### config.mk
export PLATFORM = sky130hd
export DESIGN_NAME = dmc_cache
export DESIGN_NICKNAME = d
export VERILOG_FILES = /design/src/rtl/dmc_pkg.sv /design/src/rtl/dmc_store.sv /design/src/rtl/dmc_ctrl.sv /design/src/rtl/dmc_cache.sv
export SDC_FILE = /design/constraint.sdc
export NUM_CORES = 2
export LEC_CHECK = 0
export BUFFER_PORTS_ARGS = -buffer_cell sky130_fd_sc_hd__buf_2
export CORE_ASPECT_RATIO = 0.9
export CORE_MARGIN = 4
export CORE_UTILIZATION = 50
export CTS_BUF_LIST = sky130_fd_sc_hd__clkbuf_4 sky130_fd_sc_hd__clkbuf_8 sky130_fd_sc_hd__clkbuf_16
export DETAILED_ROUTE_END_ITERATION = 7
export PLACE_DENSITY = 0.63
export SYNTH_ARGS = -nofsm -noshare
export SYNTH_HDL_FRONTEND = slang
export SYNTH_HIERARCHICAL = 1
export SYNTH_SLANG_ARGS = --single-unit
### constraint.sdc
create_clock -name clk -period 9.1 [get_ports clk]
set_input_delay 0.91 -clock clk [delete_from_list [all_inputs] [get_ports clk]]
set_output_delay 0.91 -clock clk [all_outputs]
set_load 0.05 [all_outputs]
### src/rtl/dmc_pkg.sv
// Shared types for the direct-mapped read cache.
// Assumes: nothing beyond SystemVerilog 2017.
package dmc_pkg;
    typedef enum logic [0:0] {
        ST_IDLE = 1'b0,
        ST_BUS  = 1'b1
    } dmc_state_e;
endpackage

### src/rtl/dmc_store.sv
// Tag, per-entry valid and data arrays of the cache.
// Lookup is combinational; fill, write-invalidate and flush update at the clock edge.
// Assumes: fill and invalidate never occur in the same cycle; flush has priority.
module dmc_store #(
    parameter int LINES   = 16,
    parameter int ENTRIES = 4,
    parameter int TAG_W   = 24,
    parameter int DATA_W  = 32,
    localparam int LINE_W = $clog2(LINES),
    localparam int ENT_W  = $clog2(ENTRIES)
) (
    input  logic              clk,
    input  logic              rst_n,
    input  logic              flush,
    input  logic [LINE_W-1:0] lk_line,
    input  logic [ENT_W-1:0]  lk_entry,
    input  logic [TAG_W-1:0]  lk_tag,
    output logic              lk_hit,
    output logic [DATA_W-1:0] lk_data,
    input  logic              wr_en,
    input  logic [LINE_W-1:0] wr_line,
    input  logic [ENT_W-1:0]  wr_entry,
    input  logic [TAG_W-1:0]  wr_tag,
    input  logic [DATA_W-1:0] wr_data,
    input  logic              inv_en,
    input  logic [LINE_W-1:0] inv_line,
    input  logic [ENT_W-1:0]  inv_entry,
    input  logic [TAG_W-1:0]  inv_tag
);
    logic [TAG_W-1:0]   tag_q   [LINES];
    logic [ENTRIES-1:0] valid_q [LINES];
    logic [DATA_W-1:0]  data_q  [LINES][ENTRIES];

    // Combinational lookup of the addressed line and entry.
    always_comb begin
        lk_hit  = valid_q[lk_line][lk_entry] && (tag_q[lk_line] == lk_tag);
        lk_data = data_q[lk_line][lk_entry];
    end

    // Tag and valid bits: reset, flush, fill with tag replacement, write invalidate.
    always_ff @(posedge clk) begin
        if (!rst_n || flush) begin
            for (int i = 0; i < LINES; i++) begin
                valid_q[i] <= '0;
                if (!rst_n) tag_q[i] <= '0;
            end
        end else if (wr_en) begin
            if (tag_q[wr_line] != wr_tag) begin
                tag_q[wr_line]   <= wr_tag;
                valid_q[wr_line] <= ENTRIES'(1) << wr_entry;
            end else begin
                valid_q[wr_line][wr_entry] <= 1'b1;
            end
        end else if (inv_en && (tag_q[inv_line] == inv_tag)) begin
            valid_q[inv_line][inv_entry] <= 1'b0;
        end
    end

    // Data array write on fill; contents need no reset.
    always_ff @(posedge clk) begin
        if (wr_en) data_q[wr_line][wr_entry] <= wr_data;
    end

    p_flush_clears_r1: assert property (@(posedge clk) disable iff (!rst_n)
        flush |=> !lk_hit);
    p_fill_sets_entry_r3: assert property (@(posedge clk) disable iff (!rst_n)
        (wr_en && !flush && lk_line == wr_line && lk_entry == wr_entry && lk_tag == wr_tag)
        |=> $stable(lk_line) && $stable(lk_entry) && $stable(lk_tag) |-> lk_hit);
endmodule

### src/rtl/dmc_ctrl.sv
// Access sequencer: decides hit or external transfer, runs single or
// wrap-around burst beats, returns the requested word, drives fill writes.
// Assumes: bus holds nothing between beats; cfg inputs are sampled at acceptance.
module dmc_ctrl
    import dmc_pkg::*;
#(
    parameter int ADDR_W  = 32,
    parameter int DATA_W  = 32,
    parameter int ENTRIES = 4,
    localparam int OFF_W  = $clog2(DATA_W/8),
    localparam int ENT_W  = $clog2(ENTRIES),
    localparam int LADR_W = ADDR_W - OFF_W - ENT_W
) (
    input  logic              clk,
    input  logic              rst_n,
    input  logic              cache_on,
    input  logic              cfg_burst,
    input  logic              req_valid,
    output logic              req_ready,
    input  logic [LADR_W-1:0] req_laddr,
    input  logic [ENT_W-1:0]  req_entry,
    input  logic              req_write,
    input  logic [DATA_W-1:0] req_wdata,
    input  logic              req_ci,
    input  logic              req_xlat_bad,
    input  logic              lk_hit,
    input  logic [DATA_W-1:0] lk_data,
    output logic              rsp_valid,
    output logic              rsp_hit,
    output logic [DATA_W-1:0] rsp_data,
    output logic              bus_req,
    output logic [ADDR_W-1:0] bus_addr,
    output logic              bus_write,
    output logic [DATA_W-1:0] bus_wdata,
    output logic              bus_burst,
    output logic              bus_nocache,
    input  logic              bus_ack,
    input  logic [DATA_W-1:0] bus_rdata,
    input  logic              bus_inhibit,
    output logic              fill_en,
    output logic [LADR_W-1:0] fill_laddr,
    output logic [ENT_W-1:0]  fill_entry,
    output logic              inv_en
);
    dmc_state_e        state_q;
    logic [LADR_W-1:0] laddr_q;
    logic [ENT_W-1:0]  beat_q;
    logic [ENT_W-1:0]  left_q;
    logic              write_q, ci_q, fill_q, burst_q, first_q;
    logic [DATA_W-1:0] wdata_q;
    logic              accept, take_hit;

    // Acceptance and hit decision for a new access.
    always_comb begin
        accept   = req_valid && (state_q == ST_IDLE);
        take_hit = cache_on && !req_write && !req_xlat_bad && lk_hit;
    end

    // Port-facing outputs derived from the sequencer state.
    always_comb begin
        req_ready   = (state_q == ST_IDLE);
        bus_req     = (state_q == ST_BUS);
        bus_addr    = {laddr_q, beat_q, {OFF_W{1'b0}}};
        bus_write   = write_q;
        bus_wdata   = wdata_q;
        bus_burst   = burst_q;
        bus_nocache = ci_q;
        fill_en     = bus_req && bus_ack && fill_q && !bus_inhibit;
        fill_laddr  = laddr_q;
        fill_entry  = beat_q;
        inv_en      = accept && req_write;
    end

    // Sequencer: idle lookup, then one or four beats on the bus.
    always_ff @(posedge clk) begin
        if (!rst_n) begin
            state_q   <= ST_IDLE;
            rsp_valid <= 1'b0;
            rsp_hit   <= 1'b0;
            rsp_data  <= '0;
            laddr_q   <= '0;
            beat_q    <= '0;
            left_q    <= '0;
            write_q   <= 1'b0;
            ci_q      <= 1'b0;
            fill_q    <= 1'b0;
            burst_q   <= 1'b0;
            first_q   <= 1'b0;
            wdata_q   <= '0;
        end else begin
            rsp_valid <= 1'b0;
            case (state_q)
                ST_IDLE: begin
                    if (accept && take_hit) begin
                        rsp_valid <= 1'b1;
                        rsp_hit   <= 1'b1;
                        rsp_data  <= lk_data;
                    end else if (accept) begin
                        state_q <= ST_BUS;
                        laddr_q <= req_laddr;
                        beat_q  <= req_entry;
                        write_q <= req_write;
                        wdata_q <= req_wdata;
                        ci_q    <= req_ci;
                        fill_q  <= cache_on && !req_write && !req_ci;
                        burst_q <= cache_on && !req_write && !req_ci && cfg_burst;
                        left_q  <= (cache_on && !req_write && !req_ci && cfg_burst)
                                   ? ENT_W'(ENTRIES - 1) : '0;
                        first_q <= 1'b1;
                    end
                end
                ST_BUS: begin
                    if (bus_ack) begin
                        if (first_q) begin
                            rsp_valid <= 1'b1;
                            rsp_hit   <= 1'b0;
                            rsp_data  <= write_q ? '0 : bus_rdata;
                            first_q   <= 1'b0;
                        end
                        beat_q <= beat_q + 1'b1;
                        if (left_q == '0) begin
                            state_q <= ST_IDLE;
                            burst_q <= 1'b0;
                        end else begin
                            left_q <= left_q - 1'b1;
                        end
                    end
                end
                default: state_q <= ST_IDLE;
            endcase
        end
    end

    p_addr_hold_r11: assert property (@(posedge clk) disable iff (!rst_n)
        (bus_req && !bus_ack) |=> (bus_req && $stable(bus_addr)));
    p_busy_r11: assert property (@(posedge clk) disable iff (!rst_n)
        bus_req |-> !req_ready);
    p_burst_cacheable_r8: assert property (@(posedge clk) disable iff (!rst_n)
        (bus_req && bus_burst) |-> (!bus_nocache && !bus_write));
    p_no_hit_off_r6: assert property (@(posedge clk) disable iff (!rst_n)
        (req_valid && req_ready && !cache_on) |=> !(rsp_valid && rsp_hit));
    p_xlat_external_r9: assert property (@(posedge clk) disable iff (!rst_n)
        (req_valid && req_ready && req_xlat_bad) |=> bus_req);
    p_write_single_r10: assert property (@(posedge clk) disable iff (!rst_n)
        (bus_req && bus_write) |-> !bus_burst);
    p_crit_word_r5: assert property (@(posedge clk) disable iff (!rst_n)
        (bus_req && bus_ack && first_q) |=> (rsp_valid && !rsp_hit));
endmodule

### src/rtl/dmc_cache.sv
// Top of the direct-mapped read cache: splits the address, combines the
// enable controls and wires the sequencer to the storage arrays.
// Assumes: req_addr byte offset bits are not needed (longword accesses).
module dmc_cache #(
    parameter int ADDR_W  = 32,
    parameter int DATA_W  = 32,
    parameter int LINES   = 16,
    parameter int ENTRIES = 4,
    localparam int OFF_W  = $clog2(DATA_W/8),
    localparam int ENT_W  = $clog2(ENTRIES),
    localparam int LINE_W = $clog2(LINES),
    localparam int TAG_W  = ADDR_W - LINE_W - ENT_W - OFF_W,
    localparam int LADR_W = ADDR_W - OFF_W - ENT_W
) (
    input  logic              clk,
    input  logic              rst_n,
    input  logic              cfg_enable,
    input  logic              cfg_burst,
    input  logic              cache_off,
    input  logic              flush,
    input  logic              req_valid,
    output logic              req_ready,
    input  logic [ADDR_W-1:0] req_addr,
    input  logic              req_write,
    input  logic [DATA_W-1:0] req_wdata,
    input  logic              req_ci,
    input  logic              req_xlat_bad,
    output logic              rsp_valid,
    output logic              rsp_hit,
    output logic [DATA_W-1:0] rsp_data,
    output logic              bus_req,
    output logic [ADDR_W-1:0] bus_addr,
    output logic              bus_write,
    output logic [DATA_W-1:0] bus_wdata,
    output logic              bus_burst,
    output logic              bus_nocache,
    input  logic              bus_ack,
    input  logic [DATA_W-1:0] bus_rdata,
    input  logic              bus_inhibit
);
    logic              cache_on;
    logic              lk_hit;
    logic [DATA_W-1:0] lk_data;
    logic              fill_en, inv_en;
    logic [LADR_W-1:0] fill_laddr;
    logic [ENT_W-1:0]  fill_entry;
    logic              unused_offset;

    // Cache is active only when enabled and not globally disabled.
    assign cache_on      = cfg_enable && !cache_off;
    assign unused_offset = ^req_addr[OFF_W-1:0];

    dmc_ctrl #(
        .ADDR_W (ADDR_W),
        .DATA_W (DATA_W),
        .ENTRIES(ENTRIES)
    ) u_ctrl (
        .clk         (clk),
        .rst_n       (rst_n),
        .cache_on    (cache_on),
        .cfg_burst   (cfg_burst),
        .req_valid   (req_valid),
        .req_ready   (req_ready),
        .req_laddr   (req_addr[ADDR_W-1:OFF_W+ENT_W]),
        .req_entry   (req_addr[OFF_W +: ENT_W]),
        .req_write   (req_write),
        .req_wdata   (req_wdata),
        .req_ci      (req_ci),
        .req_xlat_bad(req_xlat_bad),
        .lk_hit      (lk_hit),
        .lk_data     (lk_data),
        .rsp_valid   (rsp_valid),
        .rsp_hit     (rsp_hit),
        .rsp_data    (rsp_data),
        .bus_req     (bus_req),
        .bus_addr    (bus_addr),
        .bus_write   (bus_write),
        .bus_wdata   (bus_wdata),
        .bus_burst   (bus_burst),
        .bus_nocache (bus_nocache),
        .bus_ack     (bus_ack),
        .bus_rdata   (bus_rdata),
        .bus_inhibit (bus_inhibit),
        .fill_en     (fill_en),
        .fill_laddr  (fill_laddr),
        .fill_entry  (fill_entry),
        .inv_en      (inv_en)
    );

    dmc_store #(
        .LINES  (LINES),
        .ENTRIES(ENTRIES),
        .TAG_W  (TAG_W),
        .DATA_W (DATA_W)
    ) u_store (
        .clk      (clk),
        .rst_n    (rst_n),
        .flush    (flush),
        .lk_line  (req_addr[OFF_W+ENT_W +: LINE_W]),
        .lk_entry (req_addr[OFF_W +: ENT_W]),
        .lk_tag   (req_addr[ADDR_W-1 -: TAG_W]),
        .lk_hit   (lk_hit),
        .lk_data  (lk_data),
        .wr_en    (fill_en),
        .wr_line  (fill_laddr[LINE_W-1:0]),
        .wr_entry (fill_entry),
        .wr_tag   (fill_laddr[LADR_W-1 -: TAG_W]),
        .wr_data  (bus_rdata),
        .inv_en   (inv_en),
        .inv_line (req_addr[OFF_W+ENT_W +: LINE_W]),
        .inv_entry(req_addr[OFF_W +: ENT_W]),
        .inv_tag  (req_addr[ADDR_W-1 -: TAG_W])
    );
endmodule

======== Word-level counts from Yosys, hierarchy flattened ========
Memory sizes are Yosys's and may differ from the RTL's. A register that Yosys moved wholly into a read port is not among the register bits.
Cells that the tools add are included.
word-level totals
  output and inout bits ................... 103
  input bits .............................. 108
  register bits ........................... 104
  logic and storage cells ................. 158
  bits in writable memories ............... 2496
  memories kept ........................... 3
operators by class
  bitwise gates (word level) .............. 8
  shift-type cells ........................ 1
  add/sub/neg operators ................... 2
  multiplexer cells ....................... 82
  reduce and logical (&&, ||, !) cells .... 33
  equal/unequal tests ..................... 9
  $lt $le $gt $ge ......................... 7
memories
  memory           depth  width  rd ports  clocked after memory_dff  write ports  RTL line         text
  u_store.data_q   16     128    1         0                         1            dmc_store.sv:32  logic [DATA_W-1:0] data_q [LINES][ENTRIES];
  u_store.tag_q    16     24     2         1                         16           dmc_store.sv:30  logic [TAG_W-1:0] tag_q [LINES];
  u_store.valid_q  16     4      1         0                         16           dmc_store.sv:31  logic [ENTRIES-1:0] valid_q [LINES];
operators with widths
  kind                  number
  $mux W32              7
  $mux W128             1
  $bmux W32 S2          1
  $demux W32 S2         1
  $pmux W32 S2          1
  $mux W4               11
  $mux W1               41
  $eq A24 B24 Y1        1
  $mux W24              1
  $ne A24 B24 Y1        1
  $reduce_or A24 Y1     1
  $logic_and A1 B1 Y1   17
  $mux W2               8
  $ne A2 B2 Y1 const B  5
  $pmux W1 S2           5
  $reduce_and A3 Y1     3
  $pmux W2 S2           2
  $reduce_and A4 Y1     2
  $reduce_or A4 Y1      2
  $ge A3 B3 Y1 const B  2
  $logic_not A1 Y1      6
  $lt A2 B3 Y1 const B  2
  $not A2 Y3            2
  $demux W1 S2          2
  other kinds (11)      17

======== Logic depth before layout (Yosys ltp) ========
  depth after elaboration ................. 10
  depth in mapped cells ................... 16
  mapped depth without buffers ............ 11

======== Modules after synthesis ========
Netlist, hierarchy kept.
modules (own cells, without submodules)
  module     cells an instance  instances  area an instance (µm²)  sequential area each (µm²)
  dmc_store  5019               1          104806.8                74951.9
  dmc_ctrl   592                1          4946.0                  2082.0
  dmc_cache  1                  1          13.8                    0.0

======== Worst setup path after synthesis ========
Ideal clock, no wire load.
  kind .................................... register -> register
  from .................................... register u_ctrl.laddr_q[0] (netlist: u_ctrl/fill_laddr[0])
  to ...................................... memory u_store.tag_q[0][0], enable pin
  arrival ................................. 4.920 ns
  cell stages (with the launch flop) ...... 16
  required time ........................... 8.661 ns
  setup time .............................. 0.439 ns
  path buffers ............................ 7
  path slack .............................. 3.741 ns
  clock period less this slack ............ 5.359 ns
  path through ............................ dfxtp_1 > buf_4 > buf_2 > buf_4 > buf_4 > buf_2 > buf_1 > mux2i_1 > a221oi_1 > xnor2_1 > nand4_1 > nor3_1 > o211ai_1 > buf_2 > nand2_1 > o21ai_0
RTL lines
  what                    RTL line         text
  from (decl)             dmc_ctrl.sv:46   logic [LADR_W-1:0] laddr_q;
  from (signal assigned)  dmc_ctrl.sv:100  laddr_q <= req_laddr;
  to (decl)               dmc_store.sv:30

==> summary.txt <==
Critical path
  • Type of origin of the critical path: flop
  • Buf/Inv on CP: 3
  • CP Max Fanout: 44
  • Cell mode on critical path: buf_4
  • Worst path cell trace: buf_4 > nand2b_1 > o22ai_1 > a221oi_1 > xor2_1 > o31a_1 > nor4_1 > o211ai_1 > buf_4 > nand2_1 > buf_4 > nor2_1
  • Flop2flop setup slack: 2.90 ns
  • Critical Path Sink Type: flop
  • Slowest cell on crit path: nand2_1
  • Setup CP Type: flop to flop
  • Critical path launch point: u_ctrl/fill_laddr[1]
  • R2R Path End: u_store/tag_q[0][3]
  • CP max stage delay: 0.99 ns
  • Delay-heaviest family, CP: simple AND/OR/NAND/NOR gates
  • CP required: 9.72 ns
  • Crit Reg-Reg Startpoint: u_ctrl/fill_laddr[1]
  • Register-to-Register Path Depth: 12
  • Worst Path Arrival: 6.82 ns

Power and ir drop
  • Sw Ratio: 21.7%
  • Reg power frac: 50.9%
  • P_leak: 39.3 nW
  • Clock power frac: 42.2%
  • Net switching power: 5.66 mW
  • P_int: 20.4 mW
  • Total power: 26.1 mW
  • Power Density: 211 nW/µm²
  • Peak supply drop: 0.178 mV
  • Logic pwr share: 7.0%

Timing
  • Final period util: 68.1%
  • Setup_tns: 0 ns
  • Fmax: 161 MHz
  • Hold slack: 0.222 ns
  • Tightest Pin Transition: 1.33 ns
  • Worst relative slew slack: 11.0%
  • # setup viols final: 0
  • Unrepaired setup endpoints after global routing: no
  • Setup Skew: 0.0663 ns
  • Final hold vios: 0
  • Max-slew violation count: 0
  • Period minus WS final: 6.20 ns

Synthesis
  • Top post-synthesis cells by area: edfxtp_1, mux4_2, dfxtp_1
  • Seq cells post-synth: 2600
  • Cell count after synthesis: 5612
  • Dominant synthesized flop cell: edfxtp_1
  • Post-synth EDFFs: 2496
  • Yosys warnings: 6
  • Async SR Flop Fraction: 0%
  • Seq/Total Area, Yosys: 70.2%
  • Yosys cell types: 67
  • Syn Area/Cell: 19.6 µm²
  • Synthesized area: 110000 µm²
  • Cell taking the most area after synthesis: edfxtp_1
  • Synth top area share: 68.3%

Floorplan
  • Core Region: 217000 µm²
  • Starting density of the core: 50.5%
  • IO Pins: 211
  • Height of the die: 453 µm
  • Chip width: 502 µm
  • Row cnt: 162
  • Die ar.: 227000 µm²

CTS
  • Clk pin slew, worst setup/hold paths: 0.06 ns
  • H-tree levels: 5
  • Post-CTS setup buffer count: 0
  • Root Buffer: clkbuf_16
  • Hold-fix buffers, CTS: 0
  • Clock Path Buffers: 4
  • Worst-skew pair later-pin latency: 0.94 ns
  • CTS tree: built
  • CTS Sinks: 2600
  • CTS resizes: 0
  • CTS buffer count: 282

Route
  • M1 WL: 123000 µm
  • Final wirelength: 308000 µm
  • DRC violations left: 0
  • Vias/cell: 6.63
  • Pre-antenna DRT Iters: 6
  • Top layer in use: met5
  • Initial DRC Count: 8086
  • Antenna-violating nets left: 0
  • WL/cell: 34.5 µm
  • Metal3 WL: 34900 µm
  • Routed wl met2: 139000 µm
  • Vias: 59152

Worst hold path
  • Worst hold path startpoint: req_wdata[6]
  • Hold Crit Endpoint: u_ctrl/bus_wdata[6]
  • Hold Crit Class: input port to flop
  • Hold Path Cell Cnt: 3

Place
  • Hpwl dp: 163000 µm
  • Placed cell areas: 115000 µm²
  • Port buffer count: 206
  • Placer Congestion: 0.866

Layout
  • Fill cell count: 16142
  • Commonest non-fill, non-tap cell in the layout: edfxtp_1
  • Final Cell Area: 124000 µm²
  • Core Util, Final: 56.8%
  • Most frequent cells in the layout: edfxtp_1, mux4_2, nor2_1
  • Nets@finish: 5954
  • Share of layout cells above drive strength 1: 32.0%
  • Area grow syn2layout: 12.6%

GRT
  • Initial antenna violation count: 19
  • Largest net degree at the start of global routing: 147
  • All-Layer GR Usage: 27.0%
  • Vias in the first global route: 58072
  • Global-route wire length before repair: 434000 µm
  • GRT overflow: 0

Outcome
  • Status: completed

Flow run
  • Total of max-cap violations: 0
[registers in the layout, indices dropped and copies added, names as in the netlist, 2 cells and up]
register	count
u_ctrl/bus_wdata	32
u_ctrl/fill_entry	2
u_ctrl/fill_laddr	28
u_ctrl/left_q	2
u_ctrl/rsp_data	32
u_store/data_q	2048
u_store/tag_q	384
u_store/valid_q	64
[how the worst max path moves through the flow]
stage / end / cells after the start
floorplan: u_store/tag_q[0][0] / 15
global placement: u_ctrl/rsp_data[3] / 12
detailed placement: u_ctrl/rsp_data[3] / 12
CTS: u_store/tag_q[3][3] / 12
global route: u_store/tag_q[3][2] / 12
finish: u_store/tag_q[0][3] / 12
[power groups by stage]
| stage | clock [mW] | sequential, mW | combinational [mW] |
|---|---|---|---|
| finish | 11.0 | 13.3 | 1.82 |
| global route | 11.7 | 13.3 | 1.90 |
| CTS | 11.2 | 13.3 | 1.80 |
| detailed placement | 0 | 13.5 | 1.80 |
| global placement | 0 | 13.5 | 1.78 |
| floorplan | 0 | 13.6 | 1.07 |
[kinds of logic (layout without fill, tap and decap cells)]
kind of cell,Yosys count,in the layout,synth area share [%]
flops,2600,2600,70.2
mux,1171,1171,21.5
simple gates,910,910,3.70
buf+inv,449,875,1.80
compound gates,385,385,2.06
xor+xnor,95,95,0.758
fa+ha+maj,1,1,0.0114
other cells,1,10,0.00342
[cell type report]
type                       instances  area (µm²)  area share, %
sequential                      2600       77000           62.4
multi-input combinational       2564       31500           25.5
clock buffer                     366        7910           6.40
tap                             2870        3590           2.91
timing repair buffer             390        2570           2.08
clock inverter                   112         905          0.732
inverter                           7        26.3         0.0213
antenna                            8        20.0         0.0162
[synthesized netlist by cell type (54+ instances only)]
master and n:
edfxtp_1 2496, mux4_2 930, nor2_1 540, clkbuf_1 267, mux2i_1 158, a21oi_1 148
o21ai_0 121, nand2_1 119, dfxtp_1 104, buf_1 77, nand3_1 77, mux2_2 67
xor2_1 54
[routing by layer]
metal / global-route usage, % / vias to the layer above
met5: 0 / -
met4: 8.59 / 6
met3: 6.28 / 596
met2: 39.9 / 3416
met1: 40.3 / 31632
li1: - / 23502
[worst min-delay path, cell delays in order]
cell	delay, ns
buf_2	0.09
nand3_1	0.05
a21oi_1	0.05
[metrics by stage]
step	cells	worst slack, ns
finish	8917	2.90
detailed placement	8431	2.77
floorplan	5613	3.74
CTS	8909	3.15
global route	8911	2.81
global placement	8431	2.77
Power figures use the tool's default switching activity.
